## src/rtl/pcstk_pkg.sv

```systemverilog
package pcstk_pkg;
    // control states of the nibble sequencer
    typedef enum logic [1:0] {
        ST_IDLE = 2'd0,
        ST_INCR = 2'd1,
        ST_LOAD = 2'd2
    } pcstk_state_e;
endpackage

```

## src/rtl/pcstk_array.sv

```systemverilog
// Row storage built from per-nibble cells, with 3:1 column read/write select.
module pcstk_array #(
    parameter int NIB_W  = 4,
    parameter int NIBS   = 3,
    parameter int DEPTH  = 4,
    localparam int ADDR_W = NIB_W * NIBS,
    localparam int PTR_W  = $clog2(DEPTH),
    localparam int COL_W  = $clog2(NIBS)
) (
    input  logic              clk,
    input  logic              rst_n,
    input  logic              wr_en,
    input  logic [PTR_W-1:0]  wr_row,
    input  logic [COL_W-1:0]  wr_col,
    input  logic [NIB_W-1:0]  wr_nib,
    input  logic [PTR_W-1:0]  rd_row,
    input  logic [COL_W-1:0]  rd_col,
    input  logic [PTR_W-1:0]  ref_row,
    output logic [ADDR_W-1:0] rd_word,
    output logic [NIB_W-1:0]  rd_nib
);
    logic [DEPTH-1:0][NIBS-1:0][NIB_W-1:0] cells;

    for (genvar r = 0; r < DEPTH; r++) begin : g_row
        logic row_wr;
        logic row_ref;
        assign row_wr  = wr_en && (wr_row == PTR_W'(r));
        assign row_ref = (ref_row == PTR_W'(r)) && !row_wr;
        for (genvar c = 0; c < NIBS; c++) begin : g_col
            logic [NIB_W-1:0] cell_q;
            always_ff @(posedge clk) begin
                if (!rst_n) begin
                    cell_q <= '0;
                end else if (row_wr && (wr_col == COL_W'(c))) begin
                    cell_q <= wr_nib;
                end else if (row_ref) begin
                    cell_q <= cell_q;   // refresh rewrite
                end
            end
            assign cells[r][c] = cell_q;
        end
    end

    always_comb begin
        rd_word = cells[rd_row];
        rd_nib  = '0;
        for (int c = 0; c < NIBS; c++) begin
            if (rd_col == COL_W'(c)) rd_nib = cells[rd_row][c];
        end
    end
endmodule

```

## src/rtl/pcstk_incr.sv

```systemverilog
// One-nibble incrementer slice with carry in and carry out.
module pcstk_incr #(
    parameter int NIB_W = 4
) (
    input  logic [NIB_W-1:0] nib_in,
    input  logic             cin,
    output logic [NIB_W-1:0] nib_out,
    output logic             cout
);
    always_comb begin
        {cout, nib_out} = {1'b0, nib_in} + {{NIB_W{1'b0}}, cin};
    end
endmodule

```

## src/rtl/pcstk_ptr.sv

```systemverilog
// Circular row pointer; DEPTH is expected to be a power of two.
module pcstk_ptr #(
    parameter int DEPTH = 4,
    localparam int PTR_W = $clog2(DEPTH)
) (
    input  logic             clk,
    input  logic             rst_n,
    input  logic             up,
    input  logic             down,
    output logic [PTR_W-1:0] ptr
);
    always_ff @(posedge clk) begin
        if (!rst_n)     ptr <= '0;
        else if (up)    ptr <= ptr + 1'b1;
        else if (down)  ptr <= ptr - 1'b1;
    end
endmodule

```

## src/rtl/pcstk_refresh.sv

```systemverilog
// Free-running row visitor for background rewrite.
module pcstk_refresh #(
    parameter int DEPTH = 4,
    localparam int PTR_W = $clog2(DEPTH)
) (
    input  logic             clk,
    input  logic             rst_n,
    output logic [PTR_W-1:0] ref_row
);
    always_ff @(posedge clk) begin
        if (!rst_n) ref_row <= '0;
        else        ref_row <= ref_row + 1'b1;
    end
endmodule

```

## src/rtl/pcstk_top.sv

```systemverilog
module pcstk_top
    import pcstk_pkg::*;
#(
    parameter int NIB_W = 4,
    parameter int NIBS  = 3,
    parameter int DEPTH = 4,
    localparam int ADDR_W = NIB_W * NIBS,
    localparam int PTR_W  = $clog2(DEPTH),
    localparam int COL_W  = $clog2(NIBS)
) (
    input  logic              clk,
    input  logic              rst_n,
    input  logic              step_i,
    input  logic              call_i,
    input  logic              ret_i,
    input  logic [ADDR_W-1:0] tgt_i,
    output logic [NIB_W-1:0]  nib_o,
    output logic [ADDR_W-1:0] addr_o
);
    pcstk_state_e     state_q, state_d;
    logic [COL_W-1:0] col_q, col_d;
    logic             carry_q, carry_d;
    logic [PTR_W-1:0] ea_q;
    logic [PTR_W-1:0] ref_row;

    logic             idle, last_col;
    logic             take_call, take_ret, take_step;
    logic [NIB_W-1:0] rd_nib, sum_nib, tgt_nib, wr_nib;
    logic             sum_cout, wr_en;

    assign idle      = (state_q == ST_IDLE);
    assign last_col  = (col_q == COL_W'(NIBS - 1));
    assign take_call = idle && call_i;
    assign take_ret  = idle && ret_i && !call_i;
    assign take_step = idle && step_i && !call_i && !ret_i;

    // next-state and sequencing counters
    always_comb begin
        state_d = state_q;
        col_d   = col_q;
        carry_d = carry_q;
        unique case (state_q)
            ST_IDLE: begin
                col_d = '0;
                if (take_call) begin
                    state_d = ST_LOAD;
                end else if (take_step) begin
                    state_d = ST_INCR;
                    carry_d = 1'b1;
                end
            end
            ST_INCR: begin
                carry_d = sum_cout;
                if (last_col) begin
                    state_d = ST_IDLE;
                    col_d   = '0;
                end else begin
                    col_d = col_q + 1'b1;
                end
            end
            ST_LOAD: begin
                if (last_col) begin
                    state_d = ST_IDLE;
                    col_d   = '0;
                end else begin
                    col_d = col_q + 1'b1;
                end
            end
            default: begin
                state_d = ST_IDLE;
                col_d   = '0;
            end
        endcase
    end

    // state register
    always_ff @(posedge clk) begin
        if (!rst_n) begin
            state_q <= ST_IDLE;
            col_q   <= '0;
            carry_q <= 1'b0;
        end else begin
            state_q <= state_d;
            col_q   <= col_d;
            carry_q <= carry_d;
        end
    end

    // outputs toward the storage write port
    always_comb begin
        tgt_nib = '0;
        for (int c = 0; c < NIBS; c++) begin
            if (col_q == COL_W'(c)) tgt_nib = tgt_i[c*NIB_W +: NIB_W];
        end
        unique case (state_q)
            ST_INCR: begin wr_en = 1'b1; wr_nib = sum_nib; end
            ST_LOAD: begin wr_en = 1'b1; wr_nib = tgt_nib; end
            default: begin wr_en = 1'b0; wr_nib = '0;      end
        endcase
    end

    pcstk_ptr #(.DEPTH(DEPTH)) u_ptr (
        .clk  (clk),
        .rst_n(rst_n),
        .up   (take_call),
        .down (take_ret),
        .ptr  (ea_q)
    );

    pcstk_refresh #(.DEPTH(DEPTH)) u_ref (
        .clk    (clk),
        .rst_n  (rst_n),
        .ref_row(ref_row)
    );

    pcstk_incr #(.NIB_W(NIB_W)) u_incr (
        .nib_in (rd_nib),
        .cin    (carry_q),
        .nib_out(sum_nib),
        .cout   (sum_cout)
    );

    pcstk_array #(.NIB_W(NIB_W), .NIBS(NIBS), .DEPTH(DEPTH)) u_arr (
        .clk    (clk),
        .rst_n  (rst_n),
        .wr_en  (wr_en),
        .wr_row (ea_q),
        .wr_col (col_q),
        .wr_nib (wr_nib),
        .rd_row (ea_q),
        .rd_col (col_q),
        .ref_row(ref_row),
        .rd_word(addr_o),
        .rd_nib (rd_nib)
    );

    assign nib_o = rd_nib;
endmodule

```

## config.mk

```make
export PLATFORM = sky130hd
export DESIGN_NAME = pcstk_top
export DESIGN_NICKNAME = d
export VERILOG_FILES = /design/src/rtl/pcstk_pkg.sv /design/src/rtl/pcstk_array.sv /design/src/rtl/pcstk_incr.sv /design/src/rtl/pcstk_ptr.sv /design/src/rtl/pcstk_refresh.sv /design/src/rtl/pcstk_top.sv
export SDC_FILE = /design/constraint.sdc
export NUM_CORES = 1
export LEC_CHECK = 0
export ABC_AREA = 1
export ABC_CLOCK_PERIOD_IN_PS = 3100
export BUFFER_PORTS_ARGS = -buffer_cell sky130_fd_sc_hd__buf_2
export CORE_MARGIN = 5
export CORE_UTILIZATION = 30
export DETAILED_ROUTE_END_ITERATION = 10
export PLACE_DENSITY = 0.45
export SLEW_MARGIN = 20
export SYNTH_ARGS = -nofsm -noshare
export SYNTH_HDL_FRONTEND = slang
export SYNTH_SLANG_ARGS = --single-unit
```

## constraint.sdc

```tcl
create_clock -name clk -period 3.1 [get_ports clk]
set_input_delay 0.31 -clock clk [delete_from_list [all_inputs] [get_ports clk]]
set_output_delay 0.31 -clock clk [all_outputs]
set_load 0.01 [all_outputs]
```

==> flow_summary.html <==
<table>
<tr><th>Metric</th><th>Value</th></tr>
<tr><th colspan="2">Placement</th></tr>
<tr><td>Placer Congestion</td><td>roughly 0.84</td></tr>
<tr><td>Detailed Place HPWL</td><td>between 6000 and 7000 um</td></tr>
<tr><td>Port Buffers</td><td>32</td></tr>
<tr><th colspan="2">Routing</th></tr>
<tr><td>Total via count after detailed routing</td><td>2851</td></tr>
<tr><td>TritonRoute pass-1 iters</td><td>4</td></tr>
<tr><td>Antenna-violating nets left</td><td>0</td></tr>
<tr><td>Starting DRT DRC Count</td><td>approximately 150</td></tr>
<tr><td>Total Wirelength</td><td>roughly 9000 um</td></tr>
<tr><td>Routed wire per std cell</td><td>between 10 and 15 um</td></tr>
<tr><td>Via/cell ratio</td><td>4.67</td></tr>
<tr><td>Number of remaining DRC errors</td><td>0</td></tr>
<tr><th colspan="2">Logic synthesis</th></tr>
<tr><td>Post-Syn Nets</td><td>~470</td></tr>
<tr><td>Number of flops mapped to enable cells by yosys</td><td>0</td></tr>
<tr><td>Sequential fraction of the synthesis area</td><td>~34%</td></tr>
<tr><td>Average size of a mapped cell</td><td>about 7.4 sq um</td></tr>
<tr><td>Number of instances in the synthesized netlist</td><td>between 400 and 500</td></tr>
<tr><td>Distinct cell type count of the synthesized netlist</td><td>35</td></tr>
<tr><td>Register bit total from synthesis</td><td>55</td></tr>
<tr><td>Yosys warns</td><td>0</td></tr>
<tr><td>Async set-or-reset flop fraction in the synthesized netlist</td><td>0%</td></tr>
<tr><td>Post-synthesis instance area</td><td>~3200 sq um</td></tr>
<tr><td>Top flip-flop cell by instance count after synthesis</td><td>sky130_fd_sc_hd__dfxtp_1</td></tr>
<tr><th colspan="2">GRT</th></tr>
<tr><td>First-pass GRT wire length</td><td>14300 um</td></tr>
<tr><td>Total gr overflow</td><td>0</td></tr>
<tr><td>Vias in the first global route</td><td>2710</td></tr>
<tr><td>Initial antenna violation count</td><td>0</td></tr>
<tr><td>Largest net degree at the start of global routing</td><td>43</td></tr>
<tr><td>Total routing resource utilization after global routing</td><td>approximately 14%</td></tr>
<tr><th colspan="2">Critical path</th></tr>
<tr><td>Data arrival time of the critical path</td><td>~3000 ps</td></tr>
<tr><td>Reg-to-Reg Start</td><td>u_ptr.ptr[0]$_SDFFE_PN0P_</td></tr>
<tr><td>Top cell by count, worst path</td><td>sky130_fd_sc_hd__inv_1</td></tr>
<tr><td>Peak per-stage delay on the critical path</td><td>about 630 ps</td></tr>
<tr><td>Bufs and invs on worst path</td><td>4</td></tr>
<tr><td>Worst Path Max Fanout</td><td>12</td></tr>
<tr><td>Total stage count of the critical path</td><td>15</td></tr>
<tr><td>R2R Path End</td><td>u_arr.g_row[2].g_col[2].cell_q[2]$_SDFFE_PN0P_</td></tr>
<tr><td>CP startpoint kind</td><td>flop</td></tr>
<tr><td>R2R Setup Slk</td><td>340 ps</td></tr>
<tr><td>Number of cell instances on the worst register-to-register path</td><td>15</td></tr>
<tr><td>Worst Setup End Kind</td><td>flop</td></tr>
<tr><td>CP top delay family</td><td>compound AO/OA/AOI/OAI gates</td></tr>
<tr><td>Cells traversed along the worst timing path</td><td>buf_4, nor2_1, o22ai_1, nand3_1, nand3_1, o21ai_0, inv_1, ha_1, ha_1, inv_1, nand2_1, nand2_1, o22ai_2, o21ai_0, inv_1</td></tr>
<tr><td>Required time at the endpoint of the critical path</td><td>around 3400 ps</td></tr>
<tr><td>Worst Path Class, Setup</td><td>reg -&gt; reg</td></tr>
<tr><td>Worst-path cell with the longest stage delay</td><td>sky130_fd_sc_hd__o22ai_2</td></tr>
<tr><th colspan="2">Clock tree</th></tr>
<tr><td># resized after CTS</td><td>0</td></tr>
<tr><td>Later-pin clock latency in the skew report</td><td>320 ps</td></tr>
<tr><td>Clock transition at the registers of the reported paths</td><td>roughly 110 ps</td></tr>
<tr><td>CTS tree</td><td>built</td></tr>
<tr><td>Setup Fix Bufs, Post-CTS</td><td>0</td></tr>
<tr><td>Number of levels in the clock H-tree</td><td>2</td></tr>
<tr><td>Hold bufs inserted after CTS</td><td>0</td></tr>
<tr><td>Clk buf depth</td><td>2</td></tr>
<tr><td>Number of CTS-inserted buffers</td><td>5</td></tr>
<tr><td>Cell at the root of the clock tree</td><td>sky130_fd_sc_hd__clkbuf_8</td></tr>
<tr><td>Sink Count</td><td>55</td></tr>
<tr><th colspan="2">STA</th></tr>
<tr><td>Setup Skew</td><td>between 8 and 9 ps</td></tr>
<tr><td>Tightest Pin Transition</td><td>about 860 ps</td></tr>
<tr><td>Setup-failing EPs final</td><td>0</td></tr>
<tr><td>Setup repair after global routing missed its margin</td><td>no</td></tr>
<tr><td>Max-slew violation count</td><td>0</td></tr>
<tr><td>Setup TNS</td><td>0 ps</td></tr>
<tr><td>Smallest hold slack</td><td>about 320 ps</td></tr>
<tr><td>Post-route clock period utilization</td><td>88.9%</td></tr>
<tr><td>Post-layout minimum cycle time</td><td>2760 ps</td></tr>
<tr><td>Count of final hold-check violations</td><td>0</td></tr>
<tr><td>Max-slew headroom at the worst pin</td><td>a little over two fifths</td></tr>
<tr><td>Maximum operating frequency</td><td>between 300 and 400 MHz</td></tr>
<tr><th colspan="2">Final layout</th></tr>
<tr><td># nets final</td><td>500</td></tr>
<tr><td>Number of filler instances in the final layout</td><td>between 1000 and 1500</td></tr>
<tr><td>Area Overhead vs Synth</td><td>11.7%</td></tr>
<tr><td>Number of antenna diodes</td><td>0</td></tr>
<tr><td>Final Core Density</td><td>between 30% and 40%</td></tr>
<tr><td>Most common cell after layout, fill and taps aside</td><td>sky130_fd_sc_hd__inv_1</td></tr>
<tr><td>Total area of multi-input combinational cells</td><td>approximately 1700 sq um</td></tr>
<tr><td>Storage cell area</td><td>1100 sq um</td></tr>
<tr><td>Highest-count cells in the layout ignoring fill and taps</td><td>86 x sky130_fd_sc_hd__inv_1, 60 x sky130_fd_sc_hd__nand2_1, 55 x sky130_fd_sc_hd__dfxtp_1</td></tr>
<tr><td>Fraction of final layout cells with drive strength greater than 1</td><td>19.3%</td></tr>
<tr><th colspan="2">Power and ir drop</th></tr>
<tr><td>Leakage power of the design</td><td>around 1.8 nW</td></tr>
<tr><td>Maximum ir drop on the vdd rail</td><td>168 uV</td></tr>
<tr><td>Pwr per Cell Area</td><td>about 480 nW/um^2</td></tr>
<tr><th colspan="2">Floorplan</th></tr>
<tr><td>Y dimension of the die</td><td>roughly 110 um</td></tr>
<tr><td>Floorplan die width</td><td>~110 um</td></tr>
<tr><td>Number of placement rows</td><td>38</td></tr>
<tr><td>Total Die Area</td><td>between 10000 and 15000 sq um</td></tr>
<tr><td>Top Ports</td><td>33</td></tr>
<tr><td>Initial Util</td><td>slightly above 30%</td></tr>
<tr><td>CORE AREA</td><td>10700 sq um</td></tr>
<tr><th colspan="2">Job</th></tr>
<tr><td>Max-cap violations</td><td>0</td></tr>
<tr><th colspan="2">Run status</th></tr>
<tr><td>Outcome</td><td>finished clean</td></tr>
<tr><th colspan="2">Worst hold path</th></tr>
<tr><td>Path class of the lowest-slack min-delay path</td><td>in -&gt; reg</td></tr>
<tr><td>Hold Crit Endpoint</td><td>state_q[1]$_SDFFE_PN0P_</td></tr>
<tr><td>Worst hold path cell count</td><td>3</td></tr>
<tr><td>Worst Hold Launch</td><td>call_i</td></tr>
</table>
## state kept, by name, summed over array words and instances (netlist names)
name	count
carry_q	1
col_q	2
u_arr.g_row.g_col.cell_q	48
state_q	2
u_ptr.ptr	2
## power breakdown
part           internal, W  switching (W)
registers         0.000737      0.0000228
clock network     0.000189       0.000262
logic             0.000195       0.000346
total              0.00112       0.000630
## worst max-delay path by stage
stage,startpoint,to
6_report,u_ptr.ptr[0]$_SDFFE_PN0P_,u_arr.g_row[2].g_col[2].cell_q[2]$_SDFFE_PN0P_
5_1_grt,u_ptr.ptr[0]$_SDFFE_PN0P_,u_arr.g_row[0].g_col[2].cell_q[2]$_SDFFE_PN0P_
3_3_place_gp,u_ptr.ptr[0]$_SDFFE_PN0P_,u_arr.g_row[2].g_col[2].cell_q[1]$_SDFFE_PN0P_
2_1_floorplan,u_ptr.ptr[0]$_SDFFE_PN0P_,u_arr.g_row[0].g_col[0].cell_q[2]$_SDFFE_PN0P_
3_5_place_dp,u_ptr.ptr[0]$_SDFFE_PN0P_,u_arr.g_row[0].g_col[2].cell_q[2]$_SDFFE_PN0P_
4_1_cts,u_ptr.ptr[0]$_SDFFE_PN0P_,u_arr.g_row[0].g_col[2].cell_q[2]$_SDFFE_PN0P_
## cells by family after synthesis
group           share of synthesized area (%)
simple gates                             20.5
compound gates                           25.3
buf+inv                                  15.1
flops                                    33.9
fa+ha+maj                                5.01
xor+xnor                                0.270
## stage by stage
stage | power, W | area (sq um) | cells | setup WS [ps]
2_1_floorplan | 0.00115 | 3250 | 439 | 585
3_3_place_gp | 0.00132 | 3520 | 603 | 422
3_5_place_dp | 0.00132 | 3530 | 603 | 390
4_1_cts | 0.00178 | 3630 | 611 | 340
5_1_grt | 0.00186 | 3630 | 611 | 76.8
6_report | 0.00175 | 3630 | 611 | 345
## routing by layer
layer / GRT usage [%] / up-vias / wire length, um
met5: 0 / - / 0
met4: 2.61 / 0 / 70
met3: 2.33 / 6 / 436
met2: 22.6 / 54 / 3860
met1: 19.9 / 1323 / 4610
li1: - / 1468 / -
## cell usage after synthesis, types with 2 or more instances
cell type	count	share of area, %
sky130_fd_sc_hd__and2_1	7	1.3
sky130_fd_sc_hd__buf_6	5	1.7
sky130_fd_sc_hd__o21ai_2	2	0.54
sky130_fd_sc_hd__a21oi_1	23	3.5
sky130_fd_sc_hd__nor2_1	19	2.2
sky130_fd_sc_hd__dfxtp_1	55	34
sky130_fd_sc_hd__nand2_1	60	6.9
sky130_fd_sc_hd__o21ai_0	51	7.9
sky130_fd_sc_hd__inv_1	86	9.9
sky130_fd_sc_hd__o21bai_2	10	3.5
sky130_fd_sc_hd__nand3_1	23	3.5
sky130_fd_sc_hd__o21ai_1	5	0.77
sky130_fd_sc_hd__o21a_1	10	2.3
sky130_fd_sc_hd__ha_1	13	5.0
sky130_fd_sc_hd__clkbuf_1	6	0.69
sky130_fd_sc_hd__nand2_2	6	1.2
sky130_fd_sc_hd__nand3_2	15	4.6
sky130_fd_sc_hd__o21bai_1	19	4.4
sky130_fd_sc_hd__buf_2	6	0.92
sky130_fd_sc_hd__a221oi_1	3	0.81
## worst register-to-register path, delay by kind of cell (launching register included)
kind,cells,cell delay [ps]
compound gates,4,1090
flops,1,500
buf+inv,4,430
simple gates,5,350
fa+ha+maj,2,330
## layout make-up
class,instances,share of cell area [%]
multi-input combinational,276,45.8
timing repair buffer,44,6.89
tap,140,4.83
inverter,88,9.31
clock buffer,6,2.28
clock inverter,2,0.552
sequential,55,30.3
Note: power is estimated with default switching activity, not from simulation.
